<file path="src/rtl/cla_pkg.sv">
package cla_pkg;
  // Default shape of the adder: groups of four bits, four groups.
  localparam int unsigned DefGroupW = 4;
  localparam int unsigned DefNumGroups = 4;

  // Generate / propagate pair handed from a group to the level above.
  typedef struct packed {
    logic gen;
    logic prop;
  } gpPair_t;
endpackage

</file>
<file path="src/rtl/cla_lookahead_unit.sv">
// Flat lookahead over N generate/propagate inputs. The same unit serves
// inside a group (bit level) and across groups (second level).
module cla_lookahead_unit #(
  parameter int unsigned N = 4
) (
  input  logic [N-1:0] genIn,
  input  logic [N-1:0] propIn,
  input  logic         carryIn,
  output logic [N:0]   carries,
  output logic         groupGen,
  output logic         groupProp
);

  // carries[i] = OR over j<i of genIn[j] & propIn[j+1..i-1], OR carryIn & propIn[0..i-1]
  always_comb begin
    for (int i = 0; i <= int'(N); i++) begin
      logic acc;
      logic prod;
      acc = 1'b0;
      for (int j = 0; j < i; j++) begin
        prod = genIn[j];
        for (int k = j + 1; k < i; k++) begin
          prod = prod & propIn[k];
        end
        acc = acc | prod;
      end
      prod = carryIn;
      for (int k = 0; k < i; k++) begin
        prod = prod & propIn[k];
      end
      carries[i] = acc | prod;
    end
  end

  // Group generate: same sum of products with no incoming carry term.
  always_comb begin
    logic accG;
    logic prodG;
    accG = 1'b0;
    for (int j = 0; j < int'(N); j++) begin
      prodG = genIn[j];
      for (int k = j + 1; k < int'(N); k++) begin
        prodG = prodG & propIn[k];
      end
      accG = accG | prodG;
    end
    groupGen = accG;
  end

  assign groupProp = &propIn;

  // Cascade relation between the exported pair and the computed carry-out.
  always_comb begin
    assert_pass_through_R5: assert (!groupProp || (carries[N] == carryIn))
      else $error("all-propagate unit did not pass its carry");
    assert_cascade_rel_R6: assert (carries[N] == (groupGen | (groupProp & carryIn)))
      else $error("carry-out disagrees with exported generate/propagate");
  end

endmodule

</file>
<file path="src/rtl/cla_group.sv">
// One group of GROUP_W bits: per-bit classification, local lookahead, sum.
module cla_group
  import cla_pkg::*;
#(
  parameter int unsigned GROUP_W = DefGroupW
) (
  input  logic [GROUP_W-1:0] grpA,
  input  logic [GROUP_W-1:0] grpB,
  input  logic               grpCin,
  output logic [GROUP_W-1:0] grpSum,
  output logic               grpCout,
  output gpPair_t            grpFlags
);

  logic [GROUP_W-1:0] bitGen;
  logic [GROUP_W-1:0] bitProp;
  logic [GROUP_W:0]   bitCarry;
  logic               unitGen;
  logic               unitProp;

  assign bitGen  = grpA & grpB;
  assign bitProp = grpA ^ grpB;

  cla_lookahead_unit #(.N(GROUP_W)) bitLevel_i (
    .genIn    (bitGen),
    .propIn   (bitProp),
    .carryIn  (grpCin),
    .carries  (bitCarry),
    .groupGen (unitGen),
    .groupProp(unitProp)
  );

  assign grpSum        = bitProp ^ bitCarry[GROUP_W-1:0];
  assign grpCout       = bitCarry[GROUP_W];
  assign grpFlags.gen  = unitGen;
  assign grpFlags.prop = unitProp;

  // A zero pair stops the carry; a ones pair always produces one.
  for (genvar b = 0; b < int'(GROUP_W); b++) begin : g_bitChk
    always_comb begin
      assert_kill_bit_R7: assert ((grpA[b] | grpB[b]) || !bitCarry[b+1])
        else $error("carry escaped a zero bit pair");
      assert_gen_bit_R7: assert (!(grpA[b] & grpB[b]) || bitCarry[b+1])
        else $error("ones bit pair did not produce a carry");
    end
  end

endmodule

</file>
<file path="src/rtl/cla_adder.sv">
// Top: GROUP_W x NUM_GROUPS bit adder with a second lookahead level.
module cla_adder
  import cla_pkg::*;
#(
  parameter int unsigned GROUP_W    = DefGroupW,
  parameter int unsigned NUM_GROUPS = DefNumGroups,
  localparam int unsigned WIDTH     = GROUP_W * NUM_GROUPS
) (
  input  logic [WIDTH-1:0] opA,
  input  logic [WIDTH-1:0] opB,
  input  logic             carryIn,
  output logic [WIDTH-1:0] sum,
  output logic             carryOut,
  output logic             groupGen,
  output logic             groupProp
);

  gpPair_t [NUM_GROUPS-1:0] grpFlags;
  logic    [NUM_GROUPS-1:0] grpGenVec;
  logic    [NUM_GROUPS-1:0] grpPropVec;
  logic    [NUM_GROUPS-1:0] grpLocalCout;
  logic    [NUM_GROUPS:0]   grpCarry;

  for (genvar g = 0; g < int'(NUM_GROUPS); g++) begin : g_group
    cla_group #(.GROUP_W(GROUP_W)) group_i (
      .grpA    (opA[g*GROUP_W +: GROUP_W]),
      .grpB    (opB[g*GROUP_W +: GROUP_W]),
      .grpCin  (grpCarry[g]),
      .grpSum  (sum[g*GROUP_W +: GROUP_W]),
      .grpCout (grpLocalCout[g]),
      .grpFlags(grpFlags[g])
    );
    assign grpGenVec[g]  = grpFlags[g].gen;
    assign grpPropVec[g] = grpFlags[g].prop;

    // The group's own carry-out must agree with the second level's view.
    always_comb begin
      assert_group_carry_R2: assert (grpLocalCout[g] == grpCarry[g+1])
        else $error("group carry-out disagrees with second-level carry");
    end
  end

  cla_lookahead_unit #(.N(NUM_GROUPS)) groupLevel_i (
    .genIn    (grpGenVec),
    .propIn   (grpPropVec),
    .carryIn  (carryIn),
    .carries  (grpCarry),
    .groupGen (groupGen),
    .groupProp(groupProp)
  );

  assign carryOut = grpCarry[NUM_GROUPS];

  always_comb begin
    assert_prop_all_differ_R3: assert (groupProp == (&(opA ^ opB)))
      else $error("exported propagate wrong");
  end

endmodule

</file>
<file path="config.mk">
export PLATFORM = sky130hd
export DESIGN_NAME = cla_adder
export DESIGN_NICKNAME = d
export VERILOG_FILES = /design/src/rtl/cla_pkg.sv /design/src/rtl/cla_lookahead_unit.sv /design/src/rtl/cla_group.sv /design/src/rtl/cla_adder.sv
export SDC_FILE = /design/constraint.sdc
export NUM_CORES = 1
export LEC_CHECK = 0
export BUFFER_PORTS_ARGS = -buffer_cell sky130_fd_sc_hd__buf_4
export CORE_UTILIZATION = 46
export DETAILED_ROUTE_END_ITERATION = 7
export GPL_TIMING_DRIVEN = 0
export PLACE_DENSITY = 0.9
export SYNTH_ARGS = -nofsm -noshare
export SYNTH_HDL_FRONTEND = slang
export SYNTH_SLANG_ARGS = --single-unit
</file>
<file path="constraint.sdc">
create_clock -name vclk -period 6.3
set_input_delay 1.26 -clock vclk [all_inputs]
set_output_delay 1.26 -clock vclk [all_outputs]
set_load 0.1 [all_outputs]
</file>
## Yosys cells after proc, flatten, opt, wreduce, memory -nomap -nowiden

Index checks and enable logic that the tools add are counted.

| word-level totals | value |
|---|---|
| register bits after elaboration | 0 |
| bits in latches | 0 |
| bits in writable memories | 0 |
| ROM bits | 0 |
| output and inout bits | 19 |
| memories kept | 0 |

| operators by class | value |
|---|---|
| $add $sub $neg | 0 |
| multiply operators | 0 |
| div/mod/pow operators | 0 |
| order comparisons | 0 |
| equal/unequal tests | 0 |
| shifts and indexed selects | 0 |
| muxes and demuxes | 0 |
| bitwise gates (word level) | 104 |
| reduce and logical (&&, ||, !) cells | 5 |

Operators by type and width:

| kind | count |
|---|---|
| $and A1 B1 Y1 | 46 |
| $or A1 B1 Y1 | 46 |
| $xor A4 B4 Y4 | 8 |
| $and A4 B4 Y4 | 4 |
| $reduce_and A16 Y1 | 1 |
| $reduce_and A4 Y1 | 4 |

## Depth between registers and ports, before layout

Gate-level depths: netlist (run 1).

| logic depth | value |
|---|---|
| depth in word-level cells | 17 |
| mapped depth | 10 |

## Modules after synthesis

Synthesis (run 1) repeated with hierarchy kept, for this count alone.

| second synthesis, totals | value |
|---|---|
| cells, all modules | 105 |
| area total of the unflattened synthesis | 800.8 um2 |

By module, submodules not included:

| module | instances | cells each | area an instance (um2) | seq. area each (um2) |
|---|---|---|---|---|
| cla_group | 4 | 10 | 100.1 | 0.0 |
| cla_lookahead_unit | 5 | 13 | 80.1 | 0.0 |

## Least setup slack after synthesis (run 1)

No wires, ideal clock.

| path | value |
|---|---|
| path type | input-to-output |
| start | in opA[15] |
| end | out groupProp |
| data arrival time | 4713 ps |
| slack | 327 ps |
| cell stages on the path | 4 |
| buffers on the path | 0 |
| cells stage by stage | ha_1 and4_1 nand2b_1 nor4_1 |

| between the ends | value |
|---|---|
| cells in the longest elaborated chain, start to end | 2 |

Ends and longest elaborated chain:

| element | line | source |
|---|---|---|
| start: declaration | cla_adder.sv:9 | `input logic [WIDTH-1:0] opA,` |
| $xor A4 B4 Y4 | cla_group.sv:22 | `assign bitProp = grpA ^ grpB;` |
| $reduce_and A16 Y1 | cla_lookahead_unit.sv:50 | `assign groupProp = &propIn;` |
| end: declaration | cla_adder.sv:15 | `output logic groupProp` |

Every way passes these cells.

## Final worst setup path (run 1)

| path | value |
|---|---|
| start | in opA[1] |
| end | out sum[15] |

| between the ends | value |
|---|---|
| cells in the longest elaborated chain, start to end | 17 |

Ends and longest elaborated chain:

| element | line | source |
|---|---|---|
| $xor A4 B4 Y4 | cla_group.sv:22 |  |
| $and A1 B1 Y1 (3 in series) | cla_lookahead_unit.sv:43 | `prodG = prodG & propIn[k];` |
| $or A1 B1 Y1 (3 in series) | -- |  |
| $and A1 B1 Y1 (2 in series) | cla_lookahead_unit.sv:23 | `prod = prod & propIn[k];` |
| $or A1 B1 Y1 (2 in series) | cla_lookahead_unit.sv:25 | `acc = acc \| prod;` |
| $or A1 B1 Y1 (*) | cla_lookahead_unit.sv:31 | `carries[i] = acc \| prod;` |
| $and A1 B1 Y1 (*) (3 in series) | -- |  |
| $or A1 B1 Y1 (*) | cla_lookahead_unit.sv:31 |  |
| $xor A4 B4 Y4 (*) | cla_group.sv:33 | `assign grpSum = bitProp ^ bitCarry[GROUP_W-1:0];` |
| end: declaration | cla_adder.sv:12 | `output logic [WIDTH-1:0] sum,` |

Every way passes the cells marked *; elsewhere a longest branch is shown, timed or not.

==> results of run 1 <==
## cell families (layout without fill, tap and decap cells)
kind of cell / count (synthesis) / in the layout / share of synthesized area, %
AO/OA/AOI/OAI: 26 / 26 / 25.8
XOR/XNOR: 8 / 8 / 9.96
adder cells (fa/ha/maj): 24 / 24 / 47.0
buffers and inverters: 5 / 57 / 2.67
AND/OR/NAND/NOR: 22 / 22 / 14.6
## layout by cell type (no fill, tap or decap), drive strengths merged, types with 5 or more instances in the layout
| cell | n |
|---|---|
| buf | 52 |
| xnor2 | 5 |
| ha | 20 |
| o21ai | 5 |
| o21a | 8 |
| inv | 5 |
| a21oi | 8 |
| nor2 | 9 |
## area by class of cell
class / instances / area, um2 / share of cell area, %
Multi-Input combinational cell: 80 / 684 / 61.5
Timing Repair Buffer: 52 / 390 / 35.1
Inverter: 5 / 18.8 / 1.69
Tap cell: 15 / 18.8 / 1.69
## critical path: stages
cell and delay, ns:
buf_4 0.11, ha_1 0.35, a21oi_1 0.25, o221ai_2 0.18, a21oi_2 0.19, o21bai_1 0.13
ha_1 0.21, o21a_1 0.19, o21a_1 0.17, nor2_1 0.11, xnor2_1 0.13, buf_4 0.31
## stage by stage
stage | instances | power, W | hold WS (ns)
after floorplan | 85 | 0.000227 | 3.08
after global placement | 152 | 0.000281 | 3.04
after detailed placement | 152 | 0.000285 | 3.05
after CTS | 152 | 0.000286 | 3.05
after global routing | 152 | 0.000298 | 3.07
final | 152 | 0.000284 | 3.04
## power breakdown
group          internal (W)  leakage, nW  switching (W)
combinational     0.0000702        0.582       0.000214
clock                     0            0              0
sequential                0            0              0
total             0.0000702        0.582       0.000214
## layer usage
layer | wire, um | up-vias | track usage (%) | part of all wire [%]
met4 | 0 | 0 | 0 | 0
met2 | 852 | 33 | 41.8 | 52
met3 | 130 | 0 | 1.63 | 7.9
li1 | - | 415 | - | -
met1 | 662 | 349 | 21.2 | 40
met5 | 0 | - | 0 | 0
## path summary, 6_finish.rpt
kind | start | endpoint | slack [ns] | cells after the start
max | opA[1] | sum[15] | 1.45 | 12
min | opB[8] | sum[8] | 3.04 | 3
==> impl_metrics.json, run 1 <==
{
  "period_share_pct": 76.9,
  "rows": 13,
  "netlist_top_cells_area": "ha_1 36%, fa_1 11%, o21a_1 8.5%",
  "avgSynthCellArea_um2": 8.27,
  "slew_viol_final": 0,
  "dpl_cell_area_um2": 1110,
  "tns_ns": 0,
  "die_area_um2": 1690,
  "worst_slew_pin_slew_ns": 0.280,
  "synth_seq_area_share_pct": 0,
  "end_kind": "primary output",
  "gp_congestion": 0.619,
  "clock_buffers": 0,
  "die_y_um": 41.1,
  "rsz0062_at_grt": "false",
  "drt_iter0_drc": 0,
  "vias": 797,
  "dp_slack_ns": 1.45,
  "synth_top_area_share_pct": 35.6,
  "slew-limit-headroom_pct": 81.4,
  "ys_warn_count": 0,
  "cts_resized": 0,
  "die_w_um": 41.1,
  "final_hold_viol_count": 0,
  "ios": 52,
  "worstSetupPathType": "in -> out",
  "syn-num-nets": 142,
  "grt-ovfl-total": 0,
  "yosysTopAreaCell": "ha_1",
  "crit_arrival_ns": 3.59,
  "nFillCells": 93,
  "netlist_instances": 85,
  "postCtsHoldBufs": 0,
  "power_density_nw_per_um2": 255,
  "max-vdd-ir-drop_mv": 0.147,
  "yosysMostFrequentCell": "ha_1",
  "final_util_pct": 81.4,
  "finalSetupViolations": 0,
  "hold_class": "in -> out",
  "core_um2": 1370,
  "p_leak_nw": 0.582,
  "synth_cell_types": 21,
  "antenna_cells": 0,
  "viasPerCell": 5.24,
  "fmax_ghz": 0.206,
  "start_kind": "primary input",
  "cts_setup_buffers": 0,
  "setup_slack_ns": 1.45,
  "routed_wl_mm": 1.65,
  "fin_area_um2": 1110,
  "grt_max_degree": 5,
  "flops_and_latches": 0,
  "wl_per_cell_um": 10.8,
  "required_ns": 5.04,
  "ant_nets": 0,
  "synth_top_cells_by_count": "20 x ha_1, 9 x nor2_1, 8 x o21a_1",
  "seq_area_um2": 0,
  "drt-pass1-iter-count": 1,
  "io_buffers": 52,
  "fin_crit_ns": 4.85,
  "gr-usage-all-layers_pct": 19.6,
  "grt_pass1_wl_mm": 2.37,
  "grt_pass1_vias": 649,
  "cap_violations": 0,
  "drc": 0,
  "antenna_found_initial": 0,
  "critPathMaxFanout": 4,
  "initial_utilization_pct": 51.5,
  "drive_gt1_share_pct": 40.1,
  "status": "completed",
  "dp_hpwl_mm": 1.54,
  "fin_nets": 196,
  "synth_area_um2": 703,
  "area_growth_pct": 58.2
}
No activity file was read; power rests on OpenSTA's default activity.
==> run 2, diff against run 1 <==
--- a/config.mk
+++ b/config.mk
@@ -6,10 +6,10 @@
 export NUM_CORES = 1
 export LEC_CHECK = 0
 export BUFFER_PORTS_ARGS = -buffer_cell sky130_fd_sc_hd__buf_4
-export CORE_UTILIZATION = 46
+export CORE_UTILIZATION = 43
 export DETAILED_ROUTE_END_ITERATION = 7
 export GPL_TIMING_DRIVEN = 0
-export PLACE_DENSITY = 0.9
+export PLACE_DENSITY = 0.85
 export SYNTH_ARGS = -nofsm -noshare
 export SYNTH_HDL_FRONTEND = slang
 export SYNTH_SLANG_ARGS = --single-unit
==> constraint.sdc (replaced) <==
create_clock -name vclk -period 4.6
set_input_delay 0.92 -clock vclk [all_inputs]
set_output_delay 0.92 -clock vclk [all_outputs]
set_load 0.1 [all_outputs]
==> impl_metrics.json, run 2 (synthesized netlist as in run 1, its figures left out) <==
{
  "status": "completed",
  "area_growth_pct": 62.8,
  "start_kind": "primary input",
  "ant_nets": 0,
  "finalSetupViolations": 0,
  "grt_max_degree": 5,
  "fmax_ghz": 0.239,
  "io_buffers": 52,
  "ios": 52,
  "tns_ns": 0,
  "gp_congestion": 0.809,
  "drt-pass1-iter-count": 2,
  "cp_top_family": "compound AO/OA/AOI/OAI gates",
  "hold_class": "in -> out",
  "final_common_cell": "buf_4",
  "postCtsHoldBufs": 0,
  "worstSetupPathType": "in -> out",
  "path_buf_inv": 2,
  "power_density_nw_per_um2": 345,
  "grt-ovfl-total": 0,
  "dpl_cell_area_um2": 1140,
  "wl_per_cell_um": 10.6,
  "rsz0062_at_grt": "false",
  "slew_viol_final": 0,
  "die_w_um": 42.4,
  "die_area_um2": 1800,
  "end_kind": "primary output",
  "cpMaxStageDelayCell": "ha_1",
  "period_share_pct": 90.9,
  "grt_pass1_wl_mm": 2.65,
  "viasPerCell": 5.24,
  "crit_chain": "buf_4 > ha_1 > a21oi_1 > o221ai_2 > a21oi_2 > o21bai_1 > ha_1 > o21a_1 > o21a_1 > nor2_1 > xnor2_2 > buf_4",
  "seq_area_um2": 0,
  "drt_iter0_drc": 1,
  "cap_violations": 0,
  "grt_pass1_vias": 717,
  "antenna_found_initial": 0,
  "fin_nets": 196,
  "worst_slew_pin_slew_ns": 0.282,
  "clock_buffers": 0,
  "gr-usage-all-layers_pct": 17.6,
  "rows": 14,
  "setup_slack_ns": 0.418,
  "critPathMaxFanout": 4,
  "max-vdd-ir-drop_mv": 0.292,
  "layout_common_cells": "52 x buf_4, 20 x ha_1, 8 x o21a_1, 8 x nor2_1, 7 x a21oi_1",
  "dp_hpwl_mm": 1.54,
  "drive_gt1_share_pct": 43.8,
  "nFillCells": 127,
  "p_leak_nw": 0.596,
  "final_hold_viol_count": 0,
  "antenna_cells": 0,
  "fin_crit_ns": 4.18,
  "routed_wl_mm": 1.62,
  "slew-limit-headroom_pct": 81.4,
  "cts_setup_buffers": 0,
  "drc": 0,
  "required_ns": 3.68,
  "vias": 801,
  "cts_resized": 0,
  "dp_slack_ns": 0.401,
  "fin_area_um2": 1140,
  "core_um2": 1520,
  "flops_and_latches": 0,
  "cpPeakStageDelay_ns": 0.34,
  "crit_arrival_ns": 3.26,
  "die_y_um": 42.4,
  "initial_utilization_pct": 46.1
}
-- run 2: where the power goes --
part	total [W]	switching (W)	leakage, nW	internal, W
clock	0	0	0	0
combinational	0.000395	0.000295	0.596	0.0000997
sequential	0	0	0	0
-- run 2: metal layers --
metal	wire length (um)	up-vias	track usage [%]	share of wire, %
met5	0	-	0	0
met4	0	0	0	0
met3	80	0	0	5.0
met2	913	28	39.1	57
met1	621	353	18.8	38
li1	-	420	-	-
-- run 2: layout make-up --
class                           count  area [um2]  share of cell area (%)
Tap cell                           16        20.0                    1.75
Inverter                            5        18.8                    1.64
Multi-Input combinational cell     80         716                    62.5
Timing Repair Buffer               52         390                    34.1
-- run 2: worst paths after layout --
check / startpoint / end / slack, ns / cells after the start
min: opB[8] / sum[8] / 2.36 / 3
max: opA[3] / sum[15] / 0.42 / 12
-- run 2: metrics by stage --
| step | power [W] | hold slack [ns] | std cells | utilization [%] |
|---|---|---|---|---|
| after global placement | 0.000392 | 2.37 | 153 | 75.1 |
| after CTS | 0.000397 | 2.37 | 153 | 75.1 |
| final | 0.000395 | 2.36 | 153 | 75.1 |
| after global routing | 0.000412 | 2.38 | 153 | 75.1 |
| after detailed placement | 0.000397 | 2.37 | 153 | 75.1 |
| after floorplan | 0.000317 | 2.33 | 85 | - |
-- run 2: worst min-delay path, cell delays in order --
cell,delay [ns]
buf_4,0.09
fa_1,0.15
buf_4,0.28
